===== config.mk =====
export PLATFORM = sky130hd
export DESIGN_NAME = ipi_core_regs
export DESIGN_NICKNAME = d
export VERILOG_FILES = /design/src/rtl/ipi_regs_pkg.sv /design/src/rtl/ipi_addr_decode.sv /design/src/rtl/ipi_status_ctrl.sv /design/src/rtl/ipi_mailbox.sv /design/src/rtl/ipi_core_regs.sv
export SDC_FILE = /design/constraint.sdc
export NUM_CORES = 1
export LEC_CHECK = 0
export CORE_MARGIN = 8
export CORE_UTILIZATION = 45
export DETAILED_ROUTE_END_ITERATION = 8
export DONT_BUFFER_PORTS = 1
export GPL_ROUTABILITY_DRIVEN = 0
export GPL_TIMING_DRIVEN = 0
export HOLD_SLACK_MARGIN = 0.06
export REMOVE_ABC_BUFFERS = 1
export SLEW_MARGIN = 15
export SYNTH_ARGS = -nofsm -noshare
export SYNTH_HDL_FRONTEND = slang
export SYNTH_SLANG_ARGS = --single-unit
export TNS_END_PERCENT = 20

===== constraint.sdc =====
create_clock -name clk -period 6.2 [get_ports clk]
set_clock_uncertainty 0.1 [all_clocks]
set_input_delay 1.24 -clock clk [delete_from_list [all_inputs] [get_ports clk]]
set_output_delay 1.24 -clock clk [all_outputs]
set_load 0.01 [all_outputs]

===== src/rtl/ipi_regs_pkg.sv =====
package ipi_regs_pkg;
  localparam int DW = 32;
  localparam int DEC_W = 8;

  localparam logic [DEC_W-1:0] OFF_STATUS = 8'h00;
  localparam logic [DEC_W-1:0] OFF_ENABLE = 8'h04;
  localparam logic [DEC_W-1:0] OFF_SET    = 8'h08;
  localparam logic [DEC_W-1:0] OFF_CLEAR  = 8'h0C;
  localparam logic [DEC_W-1:0] OFF_MBOX   = 8'h20;
  localparam logic [DEC_W-1:0] OFF_SEND   = 8'h40;

  typedef enum logic [2:0] {
    SEL_NONE,
    SEL_STATUS,
    SEL_ENABLE,
    SEL_SET,
    SEL_CLEAR,
    SEL_MBOX,
    SEL_SEND
  } reg_sel_e;
endpackage


===== src/rtl/ipi_addr_decode.sv =====
module ipi_addr_decode
  import ipi_regs_pkg::*;
#(
  parameter int BUS_AW     = 16,
  parameter int MBOX_WORDS = 8,
  localparam int IDX_W     = (MBOX_WORDS > 1) ? $clog2(MBOX_WORDS) : 1
) (
  input  logic [BUS_AW-1:0] addr,
  input  logic              we,
  output reg_sel_e          sel,
  output logic [IDX_W-1:0]  mbox_idx
);
  localparam int MBOX_SPAN = 4 * MBOX_WORDS;

  logic [DEC_W-1:0] off;
  logic [DEC_W:0]   rel;

  assign off = addr[DEC_W-1:0];
  assign rel = {1'b0, off} - {1'b0, OFF_MBOX};
  assign mbox_idx = rel[IDX_W+1:2];

  always_comb begin
    sel = SEL_NONE;
    if (off == OFF_STATUS)      sel = SEL_STATUS;
    else if (off == OFF_ENABLE) sel = SEL_ENABLE;
    else if (off == OFF_SET)    sel = SEL_SET;
    else if (off == OFF_CLEAR)  sel = SEL_CLEAR;
    else if (off == OFF_SEND && we) sel = SEL_SEND;
    else if (off >= OFF_MBOX && int'(rel) < MBOX_SPAN && off[1:0] == 2'b00)
      sel = SEL_MBOX;
  end
endmodule


===== src/rtl/ipi_status_ctrl.sv =====
module ipi_status_ctrl
  import ipi_regs_pkg::*;
(
  input  logic          clk,
  input  logic          rst,
  input  logic          wr_en_mask,
  input  logic          wr_set,
  input  logic          wr_clr,
  input  logic [DW-1:0] wdata,
  output logic [DW-1:0] status,
  output logic [DW-1:0] enable,
  output logic          irq
);
  logic [DW-1:0] status_set;
  logic [DW-1:0] status_clr;

  assign status_set = status | wdata;
  assign status_clr = status & ~wdata;

  always_ff @(posedge clk) begin
    if (rst) begin
      status <= '0;
      enable <= '0;
      irq    <= 1'b0;
    end else begin
      if (wr_en_mask) enable <= wdata;
      if (wr_set) begin
        status <= status_set;
        if ((status_set & enable) != '0) irq <= 1'b1;
      end else if (wr_clr) begin
        status <= status_clr;
        if (status_clr == '0 && enable != '0) irq <= 1'b0;
      end
    end
  end

  AST_SET_RAISES: assert property (@(posedge clk) disable iff (rst)
    (wr_set && ((status | wdata) & enable) != '0) |=> irq);
  AST_CLEAR_DROPS: assert property (@(posedge clk) disable iff (rst)
    (wr_clr && (status & ~wdata) == '0 && enable != '0) |=> !irq);
  AST_ENABLE_KEEPS_IRQ: assert property (@(posedge clk) disable iff (rst)
    (wr_en_mask && !wr_set && !wr_clr) |=> irq == $past(irq));
  AST_STATUS_HOLDS: assert property (@(posedge clk) disable iff (rst)
    (!wr_set && !wr_clr) |=> $stable(status));
endmodule


===== src/rtl/ipi_mailbox.sv =====
module ipi_mailbox
  import ipi_regs_pkg::*;
#(
  parameter int MBOX_WORDS = 8,
  localparam int IDX_W     = (MBOX_WORDS > 1) ? $clog2(MBOX_WORDS) : 1
) (
  input  logic             clk,
  input  logic             rst,
  input  logic             we,
  input  logic [IDX_W-1:0] idx,
  input  logic [DW-1:0]    wdata,
  output logic [DW-1:0]    rdata
);
  logic [DW-1:0] mem [MBOX_WORDS];

  always_ff @(posedge clk) begin
    if (rst) begin
      for (int i = 0; i < MBOX_WORDS; i++) mem[i] <= '0;
    end else if (we) begin
      mem[idx] <= wdata;
    end
  end

  always_ff @(posedge clk) begin
    if (rst) rdata <= '0;
    else     rdata <= mem[idx];
  end

  AST_MBOX_WRITE_LANDS: assert property (@(posedge clk) disable iff (rst)
    we |=> mem[$past(idx)] == $past(wdata));
endmodule


===== src/rtl/ipi_core_regs.sv =====
module ipi_core_regs
  import ipi_regs_pkg::*;
#(
  parameter int BUS_AW     = 16,
  parameter int MBOX_WORDS = 8,
  localparam int IDX_W     = (MBOX_WORDS > 1) ? $clog2(MBOX_WORDS) : 1
) (
  input  logic              clk,
  input  logic              rst,
  input  logic              acc_en,
  input  logic              acc_we,
  input  logic [BUS_AW-1:0] acc_addr,
  input  logic [DW-1:0]     acc_wdata,
  output logic [DW-1:0]     rd_data,
  output logic              rd_valid,
  output logic              acc_err,
  output logic              irq,
  output logic              send_stb,
  output logic [DW-1:0]     send_data
);
  reg_sel_e         sel;
  logic [IDX_W-1:0] mbox_idx;
  logic [DW-1:0]    status, enable, mbox_rd;
  logic             wr;
  logic [DW-1:0]    scalar_rd;
  logic [DW-1:0]    scalar_q;
  logic             from_mbox_q;
  logic             bad;

  assign wr = acc_en && acc_we;

  ipi_addr_decode #(.BUS_AW(BUS_AW), .MBOX_WORDS(MBOX_WORDS)) u_dec (
    .addr(acc_addr), .we(acc_we), .sel(sel), .mbox_idx(mbox_idx)
  );

  ipi_status_ctrl u_stat (
    .clk(clk), .rst(rst),
    .wr_en_mask(wr && sel == SEL_ENABLE),
    .wr_set(wr && sel == SEL_SET),
    .wr_clr(wr && sel == SEL_CLEAR),
    .wdata(acc_wdata),
    .status(status), .enable(enable), .irq(irq)
  );

  ipi_mailbox #(.MBOX_WORDS(MBOX_WORDS)) u_mbox (
    .clk(clk), .rst(rst),
    .we(wr && sel == SEL_MBOX),
    .idx(mbox_idx), .wdata(acc_wdata), .rdata(mbox_rd)
  );

  always_comb begin
    case (sel)
      SEL_STATUS: scalar_rd = status;
      SEL_ENABLE: scalar_rd = enable;
      default:    scalar_rd = '0;
    endcase
  end

  assign bad = (sel == SEL_NONE) || (acc_we && sel == SEL_STATUS);

  always_ff @(posedge clk) begin
    if (rst) begin
      scalar_q    <= '0;
      from_mbox_q <= 1'b0;
      rd_valid    <= 1'b0;
      acc_err     <= 1'b0;
      send_stb    <= 1'b0;
      send_data   <= '0;
    end else begin
      rd_valid    <= acc_en && !acc_we;
      acc_err     <= acc_en && bad;
      send_stb    <= wr && sel == SEL_SEND;
      from_mbox_q <= sel == SEL_MBOX;
      scalar_q    <= scalar_rd;
      if (wr && sel == SEL_SEND) send_data <= acc_wdata;
    end
  end

  assign rd_data = from_mbox_q ? mbox_rd : scalar_q;

  AST_SEND_FORWARD: assert property (@(posedge clk) disable iff (rst)
    (wr && sel == SEL_SEND) |=> (send_stb && send_data == $past(acc_wdata)));
  AST_SEND_ONLY_ON_WRITE: assert property (@(posedge clk) disable iff (rst)
    !(acc_en && acc_we) |=> !send_stb);
  AST_BAD_FLAGS: assert property (@(posedge clk) disable iff (rst)
    (acc_en && sel == SEL_NONE) |=> acc_err);
  AST_READ_VALID: assert property (@(posedge clk) disable iff (rst)
    (acc_en && !acc_we) |=> rd_valid);
endmodule


---- After elaboration in Yosys (flattened, before gate mapping) ----
Memory sizes are Yosys's and may differ from the RTL's. A register that Yosys moved wholly into a read port is not among the register bits.
Index checks and enable logic that the tools add are counted.
storage, ports and cells
  register bits after elaboration ......... 133
  memory bits (writable) .................. 256
  bits of input ports ..................... 52
  output and inout bits ................... 68
  word-level logic and storage cells ...... 75
  memories kept ........................... 1
cells by class
  $add $sub $neg .......................... 1
  magnitude comparators ................... 2
  equality and inequality tests ........... 11
  multiplexer cells ....................... 22
  bitwise gates (word level) .............. 4
  reductions and logical operators ........ 25
memory list
  name        words  bits a word  rd ports  clocked after Yosys merged registers in  wr ports  RTL line           text
  u_mbox.mem  8      32           1         1                                        8         ipi_mailbox.sv:14  logic [DW-1:0] mem [MBOX_WORDS];
operators by type and width
  operator                                                            number
  two-way mux 32 bit                                                  4
  bitwise AND 32 bit                                                  2
  case mux 32 bit (2 select lines)                                    1
  nonzero test 32 bit                                                 2
  logical NOT 32 bit                                                  1
  NOT 32 bit                                                          1
  OR 32 bit                                                           1
  OR reduction 32 bit                                                 1
  two-way mux 3 bit                                                   7
  equality test 8 x 4 -> 1 bit (second input constant)                2
  logical AND 1 bit                                                   13
  two-way mux 1 bit                                                   10
  equality test 3 bit (second input constant)                         3
  < comparator 9 x 6 -> 1 bit (second input constant)                 1
  subtractor 8 x 6 -> 9 bit (second input constant)                   1
  equality test 8 x 3 -> 1 bit (second input constant)                1
  equality test 8 x 7 -> 1 bit (second input constant)                1
  greater-or-equal comparator 8 x 6 -> 1 bit (second input constant)  1
  logical NOT 8 bit                                                   1
  equality test 3 x 2 -> 1 bit (second input constant)                2
  nonzero test 2 bit                                                  2
  equality test 3 x 1 -> 1 bit (second input constant)                1
  logical NOT 3 bit                                                   1
  AND reduction 3 bit                                                 1
  other kinds (4)                                                     4

---- Logic depth before layout (Yosys ltp) ----
  word-level depth ........................ 17
  depth in mapped cells ................... 9

---- Hierarchy ----
From an unflattened synthesis, not the netlist that was laid out.
second synthesis, totals
  cell total of the unflattened synthesis .. 1525
  area, all modules ....................... 18494.0 um^2
by module, submodules not included
  module           instances  cells an instance  area an instance (um^2)
  ipi_mailbox      1          850                12378.1
  ipi_core_regs    1          301                3066.7
  ipi_status_ctrl  1          350                2880.3
  ipi_addr_decode  1          24                 168.9

---- Least setup slack after synthesis ----
OpenSTA, ideal clock, no wires.
  path kind ............................... input-to-reg
  start ................................... input acc_addr[4]
  end ..................................... memory u_mbox.mem[4][0], enable pin
  arrival time ............................ 3.465 ns
  data required time ...................... 5.725 ns
  setup slack ............................. 2.260 ns
  cell stages on the path ................. 6
  buffers on the path ..................... 1
  path through ............................ buf_2 or4_1 a211o_1 or4b_4 nor3_4 or2_2
RTL lines
  element             RTL line             text
  start: declaration  ipi_core_regs.sv:12  input logic [BUS_AW-1:0] acc_addr,
  end: declaration    ipi_mailbox.sv:14

==> metrics.csv <==
stage,metric,value,unit
status,outcome,finished clean,
clocking,H-Tree Depth,2,
min_path,Hold EP,u_stat.enable[11],
yosys,Post-Syn Area per Cell,12.7,µm²
placed_design,Placed Instance Area,18600,µm²
critical_path,largest stage delay on the critical path,820,ps
critical_path,most frequent CP cell,or2_2,
finish,"Core Util, Final",50.9,%
finish,area occupied by multi-input gates,6460,µm²
yosys,Post-Syn Area,18000,µm²
grt,largest net degree at the start of global routing,175,
min_path,Cells on Worst Hold Path,2,
drt,DRC viols,0,
critical_path,startpoint types,input pin,
critical_path,Critical-path top delay cell,or2_2,
drt,final wirelength,44500,µm
drt,vias,10700,
yosys,Post-synth EDFFs,256,
yosys,sequential-to-total area share from yosys stat,61.2,%
sta,fin crit share,74.0,%
clocking,Clock Pin Slew Worst Setup and Hold Paths,60,ps
critical_path,WS Path Type,in -> reg,
yosys,Ys Warns,0,
grt,grt met1 use,25.2,%
sta,hold_ws,392,ps
floorplan,die extent in x,216,µm
yosys,Synth Flop Type,edfxtp_1,
critical_path,Reg2Reg Launch Point,u_stat.enable[31],
clocking,Clk Tree Root Cell,clkbuf_16,
min_path,hold path startpoint,u_stat.enable[11],
critical_path,Crit path required time,6280,ps
clocking,clock buffer count from CTS,46,
grt,GR Layer Usage met3,3.99,%
placed_design,post-DP HPWL,27000,µm
grt,GRT Max-Usage Layer,met2,
critical_path,CP Max Fanout,32,
grt,first-pass GRT wire length,68200,µm
floorplan,core area,39500,µm²
drt,drt first pass iters,5,
pwr,power per cell area,302,nW/µm²
clocking,CTS tree,done,
critical_path,R2R depth,5,
sta,Slew HR,26.9,%
critical_path,RR Endpoint,u_stat.irq,
grt,Global Route met2 Usage,30.8,%
drt,Initial DRC Count,823,
yosys,Gate Count Post-Synth,1417,
floorplan,Die Y-Extent,216,µm
finish,area grow syn2layout,12.1,%
clocking,worst skew pair latency,560,ps
grt,Tot GR Track Use,18.9,%
drt,antenna-violating nets left,0,
sta,Final Hold Viols,0,
finish,register area,11000,µm²
sta,max-slew violation count,0,
clocking,CTS Buffer Depth,3,
placed_design,IO Port Bufs,0,
clocking,Post-CTS Setup Bufs,0,
clocking,TritonCTS Sinks,421,
clocking,cts hold-fix bufs,0,
sta,fmax,218,MHz
yosys,post-synthesis register bit count,421,
run,total of max-cap violations,0,
min_path,worst hold path class,reg -> reg,
pwr,Max VDD drop,0.185,mV
critical_path,crit-path cells,or2_2 > inv_1 > ha_1 > nand3b_1 > a211o_1 > or4b_4 > nor3_4 > buf_8 > or2_2,
floorplan,number of cell rows,73,
yosys,count of cell types in the netlist,41,
floorplan,die area,46600,µm²
sta,unrepaired setup endpoints after global routing,no,
clocking,post_cts resized,0,
sta,Setup TNS,0,ps
finish,"commonest non-fill, non-tap cells in the layout","and2_1 (256), edfxtp_1 (256), dfxtp_1 (164)",
floorplan,Starting Density,45.4,%
critical_path,Worst EP arrival,4670,ps
pwr,Final Total Pwr,6.09,mW
grt,initial antenna violation count,0,
sta,Worst Max-Slew Pin Slew,1100,ps
grt,Congestion Overflow GR,0,
critical_path,critical path capture point type,flip-flop,
finish,n_diodes,0,
critical_path,R2R Setup Slk,4390,ps
sta,fin crit period,4590,ps
grt,vias in the first global route,11000,
finish,ratio of cells with drive above 1 in the final layout,15.7,%
sta,# setup viols final,0,
pwr,leak pwr,7.18,nW
finish,nets,1423,
finish,design area,20100,µm²
yosys,Async SR Flop Fraction,0,%
floorplan,IO Count,120,
drt,drt wl/cell,23.0,µm
finish,FILL cells,3341,
drt,drt via density,5.54,
## layer usage
metal / wire length, µm / share of wire, %
met2: 21300 / 48
met5: 0 / 0
met4: 903 / 2.0
met3: 2560 / 5.7
met1: 19700 / 44
## worst max-delay path by stage
stage	startpoint	endpoint	slack (ps)	depth (start not counted)
final	acc_addr[6]	u_mbox.mem[4][18]	1610	9
after global routing	acc_addr[6]	u_mbox.mem[4][12]	1390	9
after CTS	acc_addr[6]	u_mbox.mem[7][29]	1580	8
after detailed placement	acc_addr[6]	u_mbox.mem[4][18]	980	9
after global placement	acc_addr[7]	u_stat.enable[0]	-1860	5
after floorplan	acc_addr[7]	u_stat.enable[0]	1090	5
## critical path: cells and delay by family
| kind | cells | cell delay, ps |
|---|---|---|
| buffers and inverters | 2 | 350 |
| and+or+nand+nor | 5 | 2530 |
| AOI/OAI and AO/OA | 1 | 360 |
| adders and majority gates | 1 | 140 |
## area by class of cell
class	count	share of cell area, %
Sequential cell	421	54.6
Multi-Input combinational cell	847	32.1
Clock buffer	71	6.92
Tap cell	525	3.26
Timing Repair Buffer	26	1.83
Clock inverter	15	0.851
Inverter	28	0.522
## state kept, by name (all words and copies together) (netlist names), named ones only
name and cells:
send_data 32, u_mbox.mem 256, acc_err 1, u_stat.enable 32, from_mbox_q 1, u_mbox.rdata 32
send_stb 1, scalar_q 32, rd_valid 1, u_stat.irq 1
## synthesized netlist by cell type (3+ instances only)
cell type  instances  share of area (%)
and2_1           256                8.9
edfxtp_1         256                 43
dfxtp_1          165                 18
nor2_1           105                2.2
nand2_1           86                1.8
clkbuf_1          82                1.7
mux2i_1           64                3.6
mux4_2            64                8.0
a21oi_1           47                1.3
a22oi_1           32                1.3
mux2_2            32                2.0
o21ai_0           32               0.89
inv_1             28               0.58
clkbuf_2          21               0.58
a221oi_1          19               0.93
a311oi_1          15               0.73
nand2b_1          15               0.52
buf_1             12               0.25
nand4_1           11               0.38
nor4_1            11               0.38
or2_2             10               0.35
nor3_1             8               0.22
o22ai_1            8               0.28
buf_2              6               0.17
o2111a_1           4               0.25
or4_1              4               0.17
nor2_4             3               0.19
## stage by stage
stage / worst slack [ps] / std cells
final: 1610 / 1933
after global routing: 1390 / 1933
after CTS: 1580 / 1933
after detailed placement: 980 / 1847
after global placement: -1860 / 1821
after floorplan: 1090 / 1296
## cells by family (layout without fill, tap and decap cells)
logic type	Yosys count	count (layout)	synth area share [%]
AOI/OAI and AO/OA	162	162	5.95
adders and majority gates	1	1	0.0696
buffers and inverters	149	140	3.30
DFF	421	421	61.2
muxes	160	160	13.6
and+or+nand+nor	524	524	15.9
## report_power, final
group | switching (mW) | internal [mW]
Clock | 1.11 | 1.71
Combinational | 0.0786 | 0.0957
Sequential | 0.0268 | 3.07
Total | 1.21 | 4.88
Power figures use the tool's default switching activity.
